[src/rtl/pixshift_pkg.sv]
package pixshift_pkg;
    localparam int WORD_W  = 32;
    localparam int COLOR_W = 8;
    localparam int PIX_W   = 8;
    localparam int FRM_W   = 12;
    localparam int LANES   = 4;

    typedef enum logic {
        MODE_1BPP = 1'b0,
        MODE_2BPP = 1'b1
    } mode_e;

    typedef enum logic {
        SEQ_PAUSED   = 1'b0,
        SEQ_SHIFTING = 1'b1
    } seq_e;

    typedef enum logic {
        BUF_EMPTY = 1'b0,
        BUF_FULL  = 1'b1
    } buf_e;
endpackage

[src/rtl/pixshift_timer.sv]
module pixshift_timer #(
    parameter int PIX_W = 8,
    parameter int FRM_W = 12
) (
    input  logic           clk_i,
    input  logic           rst_ni,
    input  logic           run_i,
    input  logic [PIX_W:0] frame_pix_i,
    input  logic [FRM_W:0] frame_len_i,
    input  logic [PIX_W:0] cur_pix_i,
    output logic           frame_end_o,
    output logic           pix_end_o
);
    logic [PIX_W:0] pix_left_q;
    logic [FRM_W:0] frm_left_q;

    assign frame_end_o = (frm_left_q == (FRM_W+1)'(1));
    assign pix_end_o   = (pix_left_q == (PIX_W+1)'(1));

    always_ff @(posedge clk_i) begin
        if (!rst_ni) begin
            pix_left_q <= (PIX_W+1)'(1);
            frm_left_q <= (FRM_W+1)'(1);
        end else if (run_i) begin
            if (frame_end_o) begin
                frm_left_q <= frame_len_i;
                pix_left_q <= frame_pix_i;
            end else begin
                frm_left_q <= frm_left_q - (FRM_W+1)'(1);
                pix_left_q <= pix_end_o ? cur_pix_i : pix_left_q - (PIX_W+1)'(1);
            end
        end
    end
endmodule

[src/rtl/pixshift_serializer.sv]
module pixshift_serializer
    import pixshift_pkg::*;
#(
    parameter int WORD_W  = 32,
    parameter int COLOR_W = 8
) (
    input  logic               clk_i,
    input  logic               rst_ni,
    input  logic               load_i,
    input  logic               advance_i,
    input  mode_e              mode_i,
    input  logic [WORD_W-1:0]  pix_i,
    input  logic [WORD_W-1:0]  pal_i,
    output logic [COLOR_W-1:0] color_o
);
    localparam int ENTRIES = WORD_W / COLOR_W;
    localparam int SEL_W   = $clog2(ENTRIES);

    logic [WORD_W-1:0]  pix_q;
    logic [WORD_W-1:0]  pal_q;
    logic [SEL_W-1:0]   sel;
    logic [COLOR_W-1:0] entry [ENTRIES];

    always_ff @(posedge clk_i) begin
        if (!rst_ni) begin
            pix_q <= '0;
            pal_q <= '0;
        end else if (load_i) begin
            pix_q <= pix_i;
            pal_q <= pal_i;
        end else if (advance_i) begin
            if (mode_i == MODE_2BPP) pix_q <= {2'b00, pix_q[WORD_W-1:2]};
            else                     pix_q <= {1'b0, pix_q[WORD_W-1:1]};
        end
    end

    always_comb begin
        sel = '0;
        if (mode_i == MODE_2BPP) sel[1:0] = pix_q[1:0];
        else                     sel[0]   = pix_q[0];
    end

    for (genvar e = 0; e < ENTRIES; e++) begin : g_entry
        assign entry[e] = pal_q[e*COLOR_W +: COLOR_W];
    end

    assign color_o = entry[sel];
endmodule

[src/rtl/pixshift_router.sv]
module pixshift_router #(
    parameter int COLOR_W = 8,
    parameter int LANES   = 4,
    localparam int LANE_W = $clog2(LANES),
    localparam int PIN_W  = COLOR_W * LANES
) (
    input  logic               on_i,
    input  logic [LANE_W-1:0]  grp_i,
    input  logic [COLOR_W-1:0] color_i,
    output logic [PIN_W-1:0]   pins_o,
    output logic [PIN_W-1:0]   oe_o
);
    for (genvar g = 0; g < LANES; g++) begin : g_lane
        logic hit;
        assign hit = on_i && (grp_i == LANE_W'(g));
        assign pins_o[g*COLOR_W +: COLOR_W] = hit ? color_i : '0;
        assign oe_o[g*COLOR_W +: COLOR_W]   = {COLOR_W{hit}};
    end
endmodule

[src/rtl/pixshift_top.sv]
module pixshift_top
    import pixshift_pkg::*;
#(
    parameter int WORD_W  = pixshift_pkg::WORD_W,
    parameter int COLOR_W = pixshift_pkg::COLOR_W,
    parameter int PIX_W   = pixshift_pkg::PIX_W,
    parameter int FRM_W   = pixshift_pkg::FRM_W,
    parameter int LANES   = pixshift_pkg::LANES,
    localparam int LANE_W = $clog2(LANES),
    localparam int PIN_W  = COLOR_W * LANES
) (
    input  logic               clk_i,
    input  logic               rst_ni,
    input  logic               wr_valid_i,
    output logic               wr_ready_o,
    input  logic [WORD_W-1:0]  wr_pixels_i,
    input  logic [WORD_W-1:0]  wr_palette_i,
    input  logic               tim_we_i,
    input  logic [PIX_W-1:0]   tim_pix_i,
    input  logic [FRM_W-1:0]   tim_frame_i,
    input  logic               cfg_we_i,
    input  logic               cfg_en_i,
    input  logic               cfg_mode_i,
    input  logic [LANE_W-1:0]  cfg_grp_i,
    output logic [COLOR_W-1:0] color_o,
    output logic [PIN_W-1:0]   pins_o,
    output logic [PIN_W-1:0]   pins_oe_o
);
    seq_e seq_q, seq_d;
    buf_e buf_q, buf_d;

    logic [WORD_W-1:0]  buf_pix_q, buf_pal_q;
    logic [PIX_W-1:0]   pend_pix_q, act_pix_q;
    logic [FRM_W-1:0]   pend_frm_q;
    mode_e              mode_q;
    logic [LANE_W-1:0]  grp_q;

    logic               run, accept, frame_end, pix_end, latch, advance;
    logic [COLOR_W-1:0] ser_color;

    // State registers
    always_ff @(posedge clk_i) begin
        if (!rst_ni) begin
            seq_q <= SEQ_PAUSED;
            buf_q <= BUF_EMPTY;
        end else begin
            seq_q <= seq_d;
            buf_q <= buf_d;
        end
    end

    // Next-state logic
    always_comb begin
        seq_d = seq_q;
        unique case (seq_q)
            SEQ_PAUSED:   if (cfg_we_i && cfg_en_i)  seq_d = SEQ_SHIFTING;
            SEQ_SHIFTING: if (cfg_we_i && !cfg_en_i) seq_d = SEQ_PAUSED;
            default:      seq_d = SEQ_PAUSED;
        endcase
        buf_d = buf_q;
        unique case (buf_q)
            BUF_EMPTY: if (wr_valid_i) buf_d = BUF_FULL;
            BUF_FULL:  if (latch)      buf_d = BUF_EMPTY;
            default:   buf_d = BUF_EMPTY;
        endcase
    end

    // State-derived outputs and strobes
    always_comb begin
        run        = (seq_q == SEQ_SHIFTING);
        wr_ready_o = (buf_q == BUF_EMPTY);
        accept     = wr_valid_i && wr_ready_o;
        latch      = run && frame_end;
        advance    = run && !frame_end && pix_end;
        color_o    = run ? ser_color : '0;
    end

    // Pending data, timing and configuration registers
    always_ff @(posedge clk_i) begin
        if (!rst_ni) begin
            buf_pix_q  <= '0;
            buf_pal_q  <= '0;
            pend_pix_q <= PIX_W'(1);
            pend_frm_q <= FRM_W'(32);
            act_pix_q  <= PIX_W'(1);
            mode_q     <= MODE_1BPP;
            grp_q      <= '0;
        end else begin
            if (accept) begin
                buf_pix_q <= wr_pixels_i;
                buf_pal_q <= wr_palette_i;
            end
            if (tim_we_i) begin
                pend_pix_q <= tim_pix_i;
                pend_frm_q <= tim_frame_i;
            end
            if (latch) act_pix_q <= pend_pix_q;
            if (cfg_we_i) begin
                mode_q <= mode_e'(cfg_mode_i);
                grp_q  <= cfg_grp_i;
            end
        end
    end

    pixshift_timer #(.PIX_W(PIX_W), .FRM_W(FRM_W)) i_timer (
        .clk_i       (clk_i),
        .rst_ni      (rst_ni),
        .run_i       (run),
        .frame_pix_i ({pend_pix_q == '0, pend_pix_q}),
        .frame_len_i ({pend_frm_q == '0, pend_frm_q}),
        .cur_pix_i   ({act_pix_q == '0, act_pix_q}),
        .frame_end_o (frame_end),
        .pix_end_o   (pix_end)
    );

    pixshift_serializer #(.WORD_W(WORD_W), .COLOR_W(COLOR_W)) i_ser (
        .clk_i     (clk_i),
        .rst_ni    (rst_ni),
        .load_i    (latch),
        .advance_i (advance),
        .mode_i    (mode_q),
        .pix_i     (buf_pix_q),
        .pal_i     (buf_pal_q),
        .color_o   (ser_color)
    );

    pixshift_router #(.COLOR_W(COLOR_W), .LANES(LANES)) i_router (
        .on_i    (run),
        .grp_i   (grp_q),
        .color_i (ser_color),
        .pins_o  (pins_o),
        .oe_o    (pins_oe_o)
    );
endmodule

[config.mk]
export PLATFORM = sky130hd
export DESIGN_NAME = pixshift_top
export DESIGN_NICKNAME = d
export VERILOG_FILES = /design/src/rtl/pixshift_pkg.sv /design/src/rtl/pixshift_timer.sv /design/src/rtl/pixshift_serializer.sv /design/src/rtl/pixshift_router.sv /design/src/rtl/pixshift_top.sv
export SDC_FILE = /design/constraint.sdc
export NUM_CORES = 1
export LEC_CHECK = 0
export BUFFER_PORTS_ARGS = -buffer_cell sky130_fd_sc_hd__buf_2
export CAP_MARGIN = 20
export CORE_AREA = 2 2 110 165
export CTS_BUF_LIST = sky130_fd_sc_hd__clkbuf_4 sky130_fd_sc_hd__clkbuf_8
export CTS_CLUSTER_DIAMETER = 100
export DETAILED_ROUTE_END_ITERATION = 8
export DIE_AREA = 0 0 112 167
export PLACE_DENSITY = 0.7
export SKIP_LAST_GASP = 1
export SYNTH_ARGS = -nofsm -noshare
export SYNTH_HDL_FRONTEND = slang
export SYNTH_SLANG_ARGS = --single-unit
[constraint.sdc]
create_clock -name clk_i -period 2.39 [get_ports clk_i]
set_input_delay 0.239 -clock clk_i [delete_from_list [all_inputs] [get_ports clk_i]]
set_output_delay 0.239 -clock clk_i [all_outputs]
set_load 0.03 [all_outputs]
==> results.py <==
metrics = {
    "sta": {
        "tns_ns": 0,
        "final_hold_viol_count": 0,
        "drv_slew": 0,
        "worstMarginPinSlew_ns": 0.653,
        "period_share": 0.927,
        "post-route-min-period_ns": 2.22,
        "slew_headroom": 0.565,
        "max_freq_mhz": 451,
        "skew_ns": 0.0147,
        "setup_viol": 0,
        "worst_slack_ns": 0.175,
        "hold_slack_ns": 0.0270,
        "rsz0062_at_grt": "false",
    },
    "finish": {
        "nets": 1316,
        "fillCellCount": 1494,
        "area.growth.synth_to_final_pct": 21.8,
        "drive_gt1_frac": 0.232,
        "diodes": 0,
    },
    "route": {
        "dr.pass1.iters": 5,
        "wl_per_cell_um": 16.7,
        "drt_wl_total_um": 24100,
        "ant_nets": 0,
        "drc": 0,
        "viasPerCell": 5.74,
        "via_count": 8295,
        "drtIter0Drc": 401,
    },
    "clocking": {
        "clk_pin_slew_ns": 0.10,
        "cts.sinks": 183,
        "cts_tree": "done",
        "cts_root_buffer": "clkbuf_8",
        "cts_buffers": 17,
        "clockBufferDepth": 2,
        "ctsHtreeMaxLevel": 4,
        "clock_latency_ns": 0.48,
    },
    "die": {
        "die_height_um": 167,
        "placementRows": 59,
        "io_pins": 166,
        "core_area_sq_um": 17300,
        "die-area_sq_um": 18700,
        "die_w_um": 112,
        "start_util": 0.511,
    },
    "synthesis": {
        "synth-edff-count": 0,
        "synth_nets": 1156,
        "ys.flop_type": "dfxtp_1",
        "syn_avg_cell_area_sq_um": 8.33,
        "syn_area_sq_um": 8820,
        "ys_ff_latch": 183,
        "synth_top_area_cell": "dfxtp_1",
        "synth_compound_area_frac": 0.183,
        "synth_xor_xnor_area_share": 0.00695,
        "netlist_top_cells_count": "183 x dfxtp_1, 146 x nand2_1, 122 x a21oi_1",
        "synth-simple-area-share": 0.213,
        "synthCells": 1059,
        "yosysWarnings": 0,
        "synthMuxAreaShare": 0.0920,
        "yosys.area_share.adder": 0.00567,
        "synth_cell_types": 58,
        "synthArstFlopShare": 0,
        "synth_top_family_by_area": "simple AND/OR/NAND/NOR gates",
        "netlist_top_cells_area": "dfxtp_1 42%, a21oi_1 6.9%, nand2_1 6.2%",
        "synth_most_common_cell": "dfxtp_1",
        "yosysSeqAreaShare": 0.415,
        "synth_top_area_frac": 0.415,
    },
    "placement": {
        "post-place-ws_ns": 0.301,
        "io_buffers": 165,
        "dp_hpwl_um": 15600,
        "place_congestion": 0.930,
    },
    "hold_path": {
        "hp-start": "wr_pixels_i[26]",
        "worstHoldEndpoint": "buf_pix_q[26]",
        "hold_class": "primary input to flop",
        "whs_path_depth": 3,
    },
    "critical_path": {
        "crit_arrival_ns": 1.98,
        "crit_path_max_fanout": 21,
        "required_ns": 2.15,
        "r2r-start": "i_timer.frm_left_q[1]",
        "startpoint_type": "flop",
        "reg2reg_slack_ns": 0.26,
        "critPathKind": "flop to primary output",
        "r2r_end": "i_timer.frm_left_q[11]",
        "critical_path.endpoint_type": "primary output",
        "r2r_cells": 7,
    },
    "pwr": {
        "p_per_area_nw_per_um2": 670,
        "pwr-share-seq": 0.465,
        "p_int_mw": 4.71,
        "p_sw_mw": 2.49,
        "p_leak_nw": 4.26,
        "power_frac_clock": 0.295,
        "ir_drop_mv": 0.478,
        "switching_share": 0.346,
        "p_comb_frac": 0.239,
    },
    "job": {
        "maxCapViolations": 0,
    },
    "global_route": {
        "grt_max_degree": 82,
        "gr-total-overflow": 0,
        "grt_pass1_vias": 8004,
        "grt_usage": 0.257,
        "grt_pass1_wl_um": 39600,
        "antenna_found_initial": 0,
    },
    "run_status": {
        "status": "finished clean",
    },
}
[critical path, stage by stage, from the launching register on]
cell and delay, ns:
dfxtp_2 0.43, buf_12 0.19, clkinvlp_4 0.12, nor3_1 0.19
buf_4 0.22, and2_1 0.16, buf_2 0.20
[state kept, by name, summed over array words and instances, names as in the netlist, named ones only]
signal,cells
act_pix_q,8
buf_pal_q,32
buf_pix_q,32
buf_q,1
grp_q,2
i_ser.pal_q,32
i_ser.pix_q,32
i_timer.frm_left_q,13
i_timer.pix_left_q,9
mode_q,1
pend_frm_q,12
pend_pix_q,8
[cells in the final DEF, fill, tap and decap left out, types with 8 or more instances in the layout]
cell           count
a21oi_1          122
a31oi_1           37
and2_1            41
buf_12             9
buf_2            165
buf_4             20
clkbuf_8          18
dfxtp_1          182
dlygate4sd3_1     76
inv_1              9
mux2_2            33
mux2i_1           26
mux4_2             8
nand2_1          143
nand3_1          106
nor2_1            31
nor3_1            12
nor4_1            11
o211ai_1          33
o21ai_0           53
[timing repair]
| action | 4_1_cts | 5_1_grt |
|---|---|---|
| gates resized for setup | 2 | 3 |
| hold buffers | 76 | 0 |
| buffers inserted | 0 | 2 |
| cloned | 0 | 0 |
| setup endpoints to repair | 40 | 21 |
| endpoints found under the hold margin | 76 | 0 |
[stage by stage]
step / instances / instance area [sq um] / util / total power, mW
floorplan: 1059 / 8820 / - / 4.60
global placement: 1335 / 9550 / 0.553 / 5.01
detailed placement: 1335 / 9550 / 0.553 / 5.02
CTS: 1443 / 10700 / 0.621 / 7.24
global route: 1445 / 10700 / 0.622 / 7.55
finish: 1445 / 10700 / 0.622 / 7.20
[kinds of logic after synthesis]
family,count (synthesis)
AND/OR/NAND/NOR,382
AO/OA/AOI/OAI,276
flip-flops,183
buffers and inverters,140
multiplexers,67
XOR/XNOR,7
adder cells (fa/ha/maj),4
[power groups by stage]
stage	logic (mW)	clock network, mW	registers [mW]
floorplan	1.25	0	3.36
global placement	1.60	0	3.42
detailed placement	1.60	0	3.42
CTS	1.71	2.18	3.35
global route	1.89	2.29	3.37
finish	1.72	2.13	3.35
[final cells by class]
cell class	count	area, sq um	area share
clock buffers	18	248	0.0231
clock inverters	14	159	0.0148
inverters	11	47.5	0.00442
multi-input cells	736	4450	0.414
flip-flops and latches	183	3660	0.341
well taps	213	267	0.0248
repair buffers	270	1920	0.178
[worst max-delay path by stage]
| stage | to | depth (start not counted) |
|---|---|---|
| 3_3_place_gp | i_ser.pix_q[1] | 7 |
| 5_1_grt | i_timer.frm_left_q[11] | 7 |
| 4_1_cts | pins_o[9] | 6 |
| 3_5_place_dp | i_timer.frm_left_q[11] | 6 |
| 2_1_floorplan | pins_o[0] | 5 |
| 6_report | pins_o[2] | 6 |
[layer usage]
| layer | track usage | routed length [um] | vias to the layer above | share of wire |
|---|---|---|---|---|
| met3 | 0.0404 | 981 | 47 | 0.041 |
| met1 | 0.290 | 9300 | 3918 | 0.39 |
| li1 | - | - | 4051 | - |
| met4 | 0.105 | 728 | 0 | 0.030 |
| met5 | 0 | 0 | - | 0 |
| met2 | 0.476 | 13100 | 279 | 0.54 |
Note: power is estimated with default switching activity, not from simulation.
